$ cat config.mk
export PLATFORM = sky130hd
export DESIGN_NAME = gap_header_detect
export DESIGN_NICKNAME = d
export VERILOG_FILES = /design/src/rtl/egc_pkg.sv /design/src/rtl/egc_sync_rise.sv /design/src/rtl/egc_gap_timer.sv /design/src/rtl/egc_hdr_search.sv /design/src/rtl/gap_header_detect.sv
export SDC_FILE = /design/constraint.sdc
export NUM_CORES = 1
export LEC_CHECK = 0
export CORE_MARGIN = 2
export CORE_UTILIZATION = 42
export DETAILED_ROUTE_END_ITERATION = 12
export PLACE_DENSITY_LB_ADDON = 0.3
export SETUP_SLACK_MARGIN = 0.2
export SLEW_MARGIN = 10
export SYNTH_ARGS = -nofsm -noshare
export SYNTH_HDL_FRONTEND = slang
export SYNTH_SLANG_ARGS = --single-unit
$ cat constraint.sdc
create_clock -name clk -period 3.1 [get_ports clk]
set_clock_uncertainty 0.1 [all_clocks]
set_input_delay 0.465 -clock clk [delete_from_list [all_inputs] [get_ports clk]]
set_output_delay 0.465 -clock clk [all_outputs]
set_load 0.01 [all_outputs]
$ cat src/rtl/egc_pkg.sv
package egc_pkg;

  typedef enum logic [1:0] {
    GAP_SHORT = 2'd0,
    GAP_MID   = 2'd1,
    GAP_LONG  = 2'd2,
    GAP_BAD   = 2'd3
  } gap_class_e;

  // Sort a tick count into a class using inclusive band limits.
  function automatic gap_class_e classify_gap(
    input int unsigned ticks,
    input int unsigned short_min,
    input int unsigned short_max,
    input int unsigned mid_max,
    input int unsigned long_max
  );
    if (ticks < short_min || ticks > long_max) return GAP_BAD;
    if (ticks <= short_max)                     return GAP_SHORT;
    if (ticks <= mid_max)                       return GAP_MID;
    return GAP_LONG;
  endfunction

endpackage

$ cat src/rtl/egc_sync_rise.sv
module egc_sync_rise #(
  parameter int STAGES = 2
) (
  input  logic clk,
  input  logic rst_n,
  input  logic din,
  output logic rise
);
  logic [STAGES-1:0] chain;
  logic              last_q;
  logic              synced;

  assign synced = chain[STAGES-1];

  always_ff @(posedge clk) begin
    if (!rst_n) begin
      chain  <= '0;
      last_q <= 1'b0;
    end else begin
      chain  <= {chain[STAGES-2:0], din};
      last_q <= synced;
    end
  end

  assign rise = synced & ~last_q;

  // an edge event never lasts two cycles
  assert_rise_single_R1: assert property (@(posedge clk) disable iff (!rst_n)
    rise |=> !rise);

endmodule

$ cat src/rtl/egc_gap_timer.sv
module egc_gap_timer
  import egc_pkg::*;
#(
  parameter int CNT_W     = 8,
  parameter int SHORT_MIN = 40,
  parameter int SHORT_MAX = 83,
  parameter int MID_MAX   = 116,
  parameter int LONG_MAX  = 160
) (
  input  logic       clk,
  input  logic       rst_n,
  input  logic       tick_en,
  input  logic       rise,
  output logic       cls_valid,
  output gap_class_e cls_code
);
  localparam logic [CNT_W-1:0] CNT_MAX = {CNT_W{1'b1}};

  logic [CNT_W-1:0] gap_cnt;
  logic             seen_edge;
  logic             at_max;

  assign at_max = (gap_cnt == CNT_MAX);

  always_ff @(posedge clk) begin
    if (!rst_n) begin
      gap_cnt   <= '0;
      seen_edge <= 1'b0;
      cls_valid <= 1'b0;
      cls_code  <= GAP_SHORT;
    end else if (rise) begin
      seen_edge <= 1'b1;
      cls_valid <= seen_edge;
      cls_code  <= classify_gap(32'(gap_cnt), SHORT_MIN, SHORT_MAX, MID_MAX, LONG_MAX);
      gap_cnt   <= tick_en ? CNT_W'(1) : '0;
    end else begin
      cls_valid <= 1'b0;
      if (tick_en && !at_max) gap_cnt <= gap_cnt + CNT_W'(1);
    end
  end

  // a saturated counter stays saturated until the next edge
  assert_sat_hold_R4: assert property (@(posedge clk) disable iff (!rst_n)
    (at_max && !rise) |=> at_max);

  // a class strobe only follows an edge event
  assert_valid_after_rise_R2: assert property (@(posedge clk) disable iff (!rst_n)
    cls_valid |-> $past(rise));

endmodule

$ cat src/rtl/egc_hdr_search.sv
module egc_hdr_search
  import egc_pkg::*;
#(
  parameter int HDR_SHORTS = 8
) (
  input  logic       clk,
  input  logic       rst_n,
  input  logic       rearm,
  input  logic       cls_valid,
  input  gap_class_e cls_code,
  output logic       hdr_found
);
  localparam int RUN_W = (HDR_SHORTS > 1) ? $clog2(HDR_SHORTS) : 1;
  localparam logic [RUN_W-1:0] RUN_LAST = RUN_W'(HDR_SHORTS - 1);

  logic             armed;
  logic             locked;
  logic [RUN_W-1:0] run_cnt;

  always_ff @(posedge clk) begin
    if (!rst_n) begin
      armed     <= 1'b0;
      locked    <= 1'b0;
      run_cnt   <= '0;
      hdr_found <= 1'b0;
    end else begin
      hdr_found <= 1'b0;
      if (rearm) begin
        armed   <= 1'b0;
        locked  <= 1'b0;
        run_cnt <= '0;
      end else if (cls_valid && !locked) begin
        unique case (cls_code)
          GAP_BAD: begin
            armed   <= 1'b0;
            run_cnt <= '0;
          end
          GAP_MID, GAP_LONG: begin
            armed   <= 1'b1;
            run_cnt <= '0;
          end
          GAP_SHORT: begin
            if (armed) begin
              if (run_cnt == RUN_LAST) begin
                hdr_found <= 1'b1;
                locked    <= 1'b1;
                armed     <= 1'b0;
                run_cnt   <= '0;
              end else begin
                run_cnt <= run_cnt + RUN_W'(1);
              end
            end
          end
          default: ;
        endcase
      end
    end
  end

  // a header completes only on a short gap
  assert_hdr_after_short_R6: assert property (@(posedge clk) disable iff (!rst_n)
    hdr_found |-> $past(cls_valid && cls_code == GAP_SHORT));

  // the header flag is a single-cycle pulse
  assert_hdr_pulse_R6: assert property (@(posedge clk) disable iff (!rst_n)
    hdr_found |=> !hdr_found);

  // no header while locked and not being rearmed
  assert_locked_quiet_R8: assert property (@(posedge clk) disable iff (!rst_n)
    (locked && !rearm) |=> !hdr_found);

endmodule

$ cat src/rtl/gap_header_detect.sv
module gap_header_detect
  import egc_pkg::*;
#(
  parameter int SYNC_STAGES = 2,
  parameter int CNT_W       = 8,
  parameter int SHORT_MIN   = 40,
  parameter int SHORT_MAX   = 83,
  parameter int MID_MAX     = 116,
  parameter int LONG_MAX    = 160,
  parameter int HDR_SHORTS  = 8
) (
  input  logic       clk,
  input  logic       rst_n,
  input  logic       tick_en,
  input  logic       data_in,
  input  logic       rearm,
  output logic [1:0] class_code,
  output logic       class_valid,
  output logic       hdr_found
);
  logic       rise_evt;
  logic       cls_valid_w;
  gap_class_e cls_code_w;
  logic       hdr_w;

  egc_sync_rise #(.STAGES(SYNC_STAGES)) u_sync (
    .clk  (clk),
    .rst_n(rst_n),
    .din  (data_in),
    .rise (rise_evt)
  );

  egc_gap_timer #(
    .CNT_W    (CNT_W),
    .SHORT_MIN(SHORT_MIN),
    .SHORT_MAX(SHORT_MAX),
    .MID_MAX  (MID_MAX),
    .LONG_MAX (LONG_MAX)
  ) u_timer (
    .clk      (clk),
    .rst_n    (rst_n),
    .tick_en  (tick_en),
    .rise     (rise_evt),
    .cls_valid(cls_valid_w),
    .cls_code (cls_code_w)
  );

  egc_hdr_search #(.HDR_SHORTS(HDR_SHORTS)) u_hdr (
    .clk      (clk),
    .rst_n    (rst_n),
    .rearm    (rearm),
    .cls_valid(cls_valid_w),
    .cls_code (cls_code_w),
    .hdr_found(hdr_w)
  );

  assign class_code  = cls_code_w;
  assign class_valid = cls_valid_w;
  assign hdr_found   = hdr_w;

endmodule

==> results of run 1 <==
## logic make-up after synthesis
| group | Yosys count | share of synthesized area |
|---|---|---|
| compound gates | 27 | 0.162 |
| mux | 2 | 0.0188 |
| flops | 21 | 0.394 |
| xor+xnor | 1 | 0.00822 |
| simple gates | 49 | 0.277 |
| buf+inv | 14 | 0.0692 |
| fa+ha+maj | 6 | 0.0704 |
## cell type report
class                   instances  area share
flip-flops and latches         21       0.360
clock buffers                   3      0.0193
multi-input cells              85       0.490
repair buffers                  8      0.0686
inverters                       8      0.0257
clock inverters                 1     0.00429
well taps                      30      0.0322
## cell usage after synthesis, drive strengths merged, types with 3 or more instances
| master | count | area share |
|---|---|---|
| a21oi | 6 | 0.028 |
| a31oi | 3 | 0.018 |
| and2 | 3 | 0.018 |
| and3 | 3 | 0.018 |
| buf | 5 | 0.038 |
| dfxtp | 21 | 0.39 |
| ha | 6 | 0.070 |
| inv | 8 | 0.028 |
| nand2 | 4 | 0.014 |
| nand2b | 3 | 0.018 |
| nand3 | 6 | 0.028 |
| nor2 | 13 | 0.046 |
| nor2b | 3 | 0.018 |
| nor3 | 4 | 0.023 |
| o21ai | 11 | 0.055 |
## registers in the layout, indices dropped and copies added, names as in the netlist
signal             cells
u_hdr.run_cnt          3
u_timer.seen_edge      1
u_sync.chain           2
u_timer.cls_valid      1
u_hdr.hdr_found        1
u_sync.last_q          1
u_timer.gap_cnt        8
u_hdr.locked           1
u_hdr.armed            1
u_timer.cls_code       2
## worst paths after layout
kind                             end                 from  slack [ps]  cells after the start
setup / recovery       class_code[0]  u_timer.cls_code[0]        1250                      1
hold / removal       u_sync.chain[1]      u_sync.chain[0]         370                      1
setup reg to reg  u_timer.gap_cnt[6]   u_timer.gap_cnt[0]        1630                      5
hold reg to reg      u_sync.chain[1]      u_sync.chain[0]         370                      1
## power groups by stage
stage                     sequential, mW  clock [mW]  combinational [mW]
after CTS                          0.281       0.143              0.0345
after detailed placement           0.287           0              0.0344
final                              0.281       0.138              0.0339
after floorplan                    0.286           0              0.0220
after global routing               0.282       0.156              0.0392
after global placement             0.287           0              0.0337
## per-layer routing
metal / global-route usage / share of wire / wire length, um
met1: 0.181 / 0.47 / 868
met5: 0 / 0 / 0
met2: 0.263 / 0.47 / 874
met4: 0.100 / 0.030 / 56
met3: 0.0328 / 0.022 / 40
==> run_results.csv, run 1 <==
group,metric,value,unit
sta,setup_ws,1250,ps
clock_network,cts_buffers,3,
layout,drive_above_1_share,0.0873,
yosys,syn_nets,131,
route,drtAntennaViolNets,0,
placement,place_ws,1110,ps
yosys,synthCells,120,
global_routing,grt_pass1_wl,3260,um
power,power_frac_seq,0.621,
layout,fin_nets,138,
route,drt-initial-drc-count,26,
global_routing,grt_remaining_overflow,0,
yosys,yosysSeqAreaShare,0.394,
sta,fmax,0.541,GHz
placement,dp.cells,152,
power,p_leak,0.443,nW
setup_path,slowest_stage,"clkdlybuf4s50_1",
route,via_count,845,
route,drt_pre_antenna_iters,4,
run,cap_violations,0,
die,dieArea,2960,um2
yosys,synth_top_flop_cell,"dfxtp_1",
sta,hold_viol_final,0,
sta,finalMaxSlewViolations,0,
clock_network,path_clk_slew,120,ps
global_routing,grt_max_degree,14,
sta,rsz0062_at_grt,"no",
setup_path,worstSetupStartpointType,"flip-flop",
sta,tns,0,ps
die,die_h,54.4,um
die,rows,18,
global_routing,grt_pass1_vias,769,
setup_path,crit_type,"flip-flop to output pin",
clock_network,postCtsSetupBuffers,0,
setup_path,crit_chain,"clkdlybuf4s50_1",
placement,place_area,1140,um2
sta,finalCriticalPeriod,1850,ps
setup_path,cp_num_buf_inv,1,
power,switching_share,0.247,
layout,final_cell_mix,"dfxtp_1 (21), nor2_1 (13), inv_1 (8), o21ai_0 (8), clkdlybuf4s50_1 (8)",
route,wirelength,1840,um
die,ioPinCount,9,
yosys,synth_edf_count,0,
clock_network,cts_sinks,21,
yosys,syn_area,1070,um2
layout,final_area,1170,um2
power,intPower,341,uW
layout,register_area,420,um2
clock_network,cts_tree,"done",
die,die_w,54.4,um
layout,num_antenna_cells,0,
yosys,async_reset_ff_frac,0,
global_routing,antenna_found_initial,0,
die,initial_utilization,0.438,
sta,setup_viol,0,
power,clkPwrFrac,0.304,
sta,hold_slack,365,ps
clock_network,root_buffer,"clkbuf_4",
placement,place_congestion,0.724,
power,finalPower,453,uW
setup_path,path_max_fanout,4,
power,p_per_area,388,nW/um2
setup_path,cp.arrival,1280,ps
sta,relSlewSlack,0.747,
clock_network,clk_latency,320,ps
yosys,syn_area_per_cell,8.88,um2
route,routedWlPerCell,11.8,um
power,vdd_drop_max,0.224,mV
power,switchingPower,112,uW
hold_path,min_path_type,"flip-flop to flip-flop",
setup_path,cpPeakStageDelay,550,ps
route,drc,0,
layout,n_fill_cell,245,
setup_path,cp-end-kind,"output pin",
clock_network,htree_levels,1,
placement,dp_hpwl,1380,um
setup_path,required,2530,ps
die,core-area,2430,um2
clock_network,clockBufferDepth,2,
power,combPwrFrac,0.075,
layout,instances_no_fill,156,
clock_network,cts-resized-gates,0,
clock_network,postCtsHoldBufs,0,
yosys,synth-seq-cells,21,
outcome,status,"finished clean",
global_routing,grtUsageTotal,0.157,
layout,layout_commonest_cell,"dfxtp_1",
placement,port_buffers,8,
sta,worst_pin_slew,376,ps
setup_path,critPathTopFamily,"buffers and inverters",
layout,fin_util,0.480,
yosys,yosysUniqueCellTypes,37,
yosys,ys_warn_count,0,
layout,multi_input_area,572,um2
sta,fin_crit_sh,0.596,
route,vias_per_cell,5.42,
layout,syn_to_final_growth,9.51,%
(Power assumes the default switching activity.)
==> inputs of run 2 (changes only) <==
clock period = 1.9 ns   (was 3.1 ns; I/O delays follow)
==> run 2 against run 1 <==
Effect of this change:
- sequential cell count unchanged
- cell count rose by 1.3%
- final area grew 1.2%
- sequential share of layout area decreased by 0.42 points
- register-to-register slack worse by 1300 ps
- critical path depth unchanged
- critical path type unchanged
- clock power rose by 61%
==> run_results.csv, run 2 (same netlist as run 1, synthesis figures left out) <==
group,metric,value,unit
die,die_w,54.4,um
die,initial_utilization,0.438,
setup_path,cp.arrival,1280,ps
power,switchingPower,177,uW
power,intPower,562,uW
hold_path,min_path_type,"flip-flop to flip-flop",
route,vias_per_cell,5.47,
global_routing,antenna_found_initial,0,
sta,rsz0062_at_grt,"no",
layout,drive_above_1_share,0.0938,
power,p_leak,0.450,nW
global_routing,grt_pass1_vias,831,
placement,port_buffers,8,
layout,regMostFlops,"u_timer.gap_cnt",
route,drt-initial-drc-count,9,
power,switching_share,0.240,
global_routing,grt_pass1_wl,3350,um
power,p_per_area,626,nW/um2
sta,worst_pin_slew,396,ps
setup_path,critPathTopFamily,"buffers and inverters",
global_routing,grtUsageTotal,0.157,
clock_network,postCtsHoldBufs,0,
power,combPwrFrac,0.080,
global_routing,grt_max_degree,12,
clock_network,clk_latency,320,ps
layout,final_cell_mix,"dfxtp_1 (21), nor2_1 (13), inv_1 (8), o21ai_0 (8), clkdlybuf4s50_1 (8)",
setup_path,crit_chain,"clkdlybuf4s50_1",
route,drtAntennaViolNets,0,
die,rows,18,
die,core-area,2430,um2
placement,dp_hpwl,1380,um
layout,fin_nets,140,
route,via_count,864,
sta,fin_crit_sh,0.877,
sta,tns,0,ps
setup_path,required,1510,ps
clock_network,clockBufferDepth,2,
route,drc,0,
clock_network,postCtsSetupBuffers,0,
die,ioPinCount,9,
die,die_h,54.4,um
setup_path,crit_type,"flip-flop to output pin",
clock_network,cts_buffers,3,
layout,num_antenna_cells,0,
setup_path,worstSetupStartpointType,"flip-flop",
outcome,status,"finished clean",
route,drt_pre_antenna_iters,5,
clock_network,cts_tree,"done",
layout,layout_commonest_cell,"dfxtp_1",
setup_path,cp_num_buf_inv,1,
layout,reg_top3,"u_timer.gap_cnt: 8 flops, u_hdr.run_cnt: 3 flops",
die,dieArea,2960,um2
sta,finalMaxSlewViolations,0,
layout,largest_register_ffs,8,
clock_network,htree_levels,1,
sta,relSlewSlack,0.736,
run,cap_violations,0,
sta,fmax,0.600,GHz
placement,place_congestion,0.719,
power,vdd_drop_max,0.355,mV
setup_path,slowest_stage,"clkdlybuf4s50_1",
route,wirelength,1930,um
setup_path,cp-end-kind,"output pin",
route,routedWlPerCell,12.2,um
sta,setup_viol,0,
clock_network,cts-resized-gates,0,
layout,syn_to_final_growth,10.8,%
power,clkPwrFrac,0.300,
setup_path,cpPeakStageDelay,560,ps
layout,fin_util,0.486,
clock_network,cts_sinks,21,
clock_network,path_clk_slew,120,ps
power,power_frac_seq,0.620,
global_routing,grt_remaining_overflow,0,
sta,finalCriticalPeriod,1670,ps
clock_network,root_buffer,"clkbuf_4",
sta,hold_viol_final,0,
setup_path,path_max_fanout,4,
run 2: cell count changes in the layout (fill, tap and decap cells not counted), sizes merged:
cell	before	now
clkbuf	3	4
buf	0	2
clkinv	1	0
run 2: worst paths after layout:
check                            from            endpoint  slack (ps)  depth (start not counted)
setup / recovery  u_timer.cls_code[1]       class_code[1]         230                          1
hold / removal        u_sync.chain[0]     u_sync.chain[1]         350                          1
setup reg to reg   u_timer.gap_cnt[0]  u_timer.gap_cnt[6]         380                          5
hold reg to reg       u_sync.chain[0]     u_sync.chain[1]         350                          1
run 2: layout make-up:
| class | count | area (um2) |
|---|---|---|
| fill | 254 | 1250 |
| sequential | 21 | 420 |
| inverter | 8 | 30.0 |
| timing repair buffer | 10 | 95.1 |
| tap | 30 | 37.5 |
| clock buffer | 4 | 26.3 |
| multi-input combinational | 85 | 572 |
run 2: through the flow:
step | total power, mW | instances | setup WS (ps) | area, um2 | hold WS (ps)
after floorplan | 0.503 | 120 | 570 | 1070 | 312
after global placement | 0.526 | 154 | 289 | 1150 | 314
after detailed placement | 0.528 | 154 | 263 | 1150 | 328
after CTS | 0.743 | 158 | 239 | 1180 | 356
after global routing | 0.762 | 158 | 204 | 1180 | 369
final | 0.739 | 158 | 234 | 1180 | 350
run 2: routing by layer:
metal  global-route usage  up-vias  routed length (um)
li1                     -      437                   -
met1                0.176      411                 914
met2                0.277       11                 920
met3               0.0273        5                  44
met4               0.0875        0                  53
met5                    0        -                   0
run 2: power by group through the flow:
stage          Clock [mW]  Sequential (mW)  Combinational, mW
6_report            0.222            0.459             0.0588
5_1_grt             0.235            0.460             0.0666
4_1_cts             0.225            0.459             0.0592
3_5_place_dp            0            0.469             0.0589
3_3_place_gp            0            0.468             0.0579
2_1_floorplan           0            0.467             0.0360
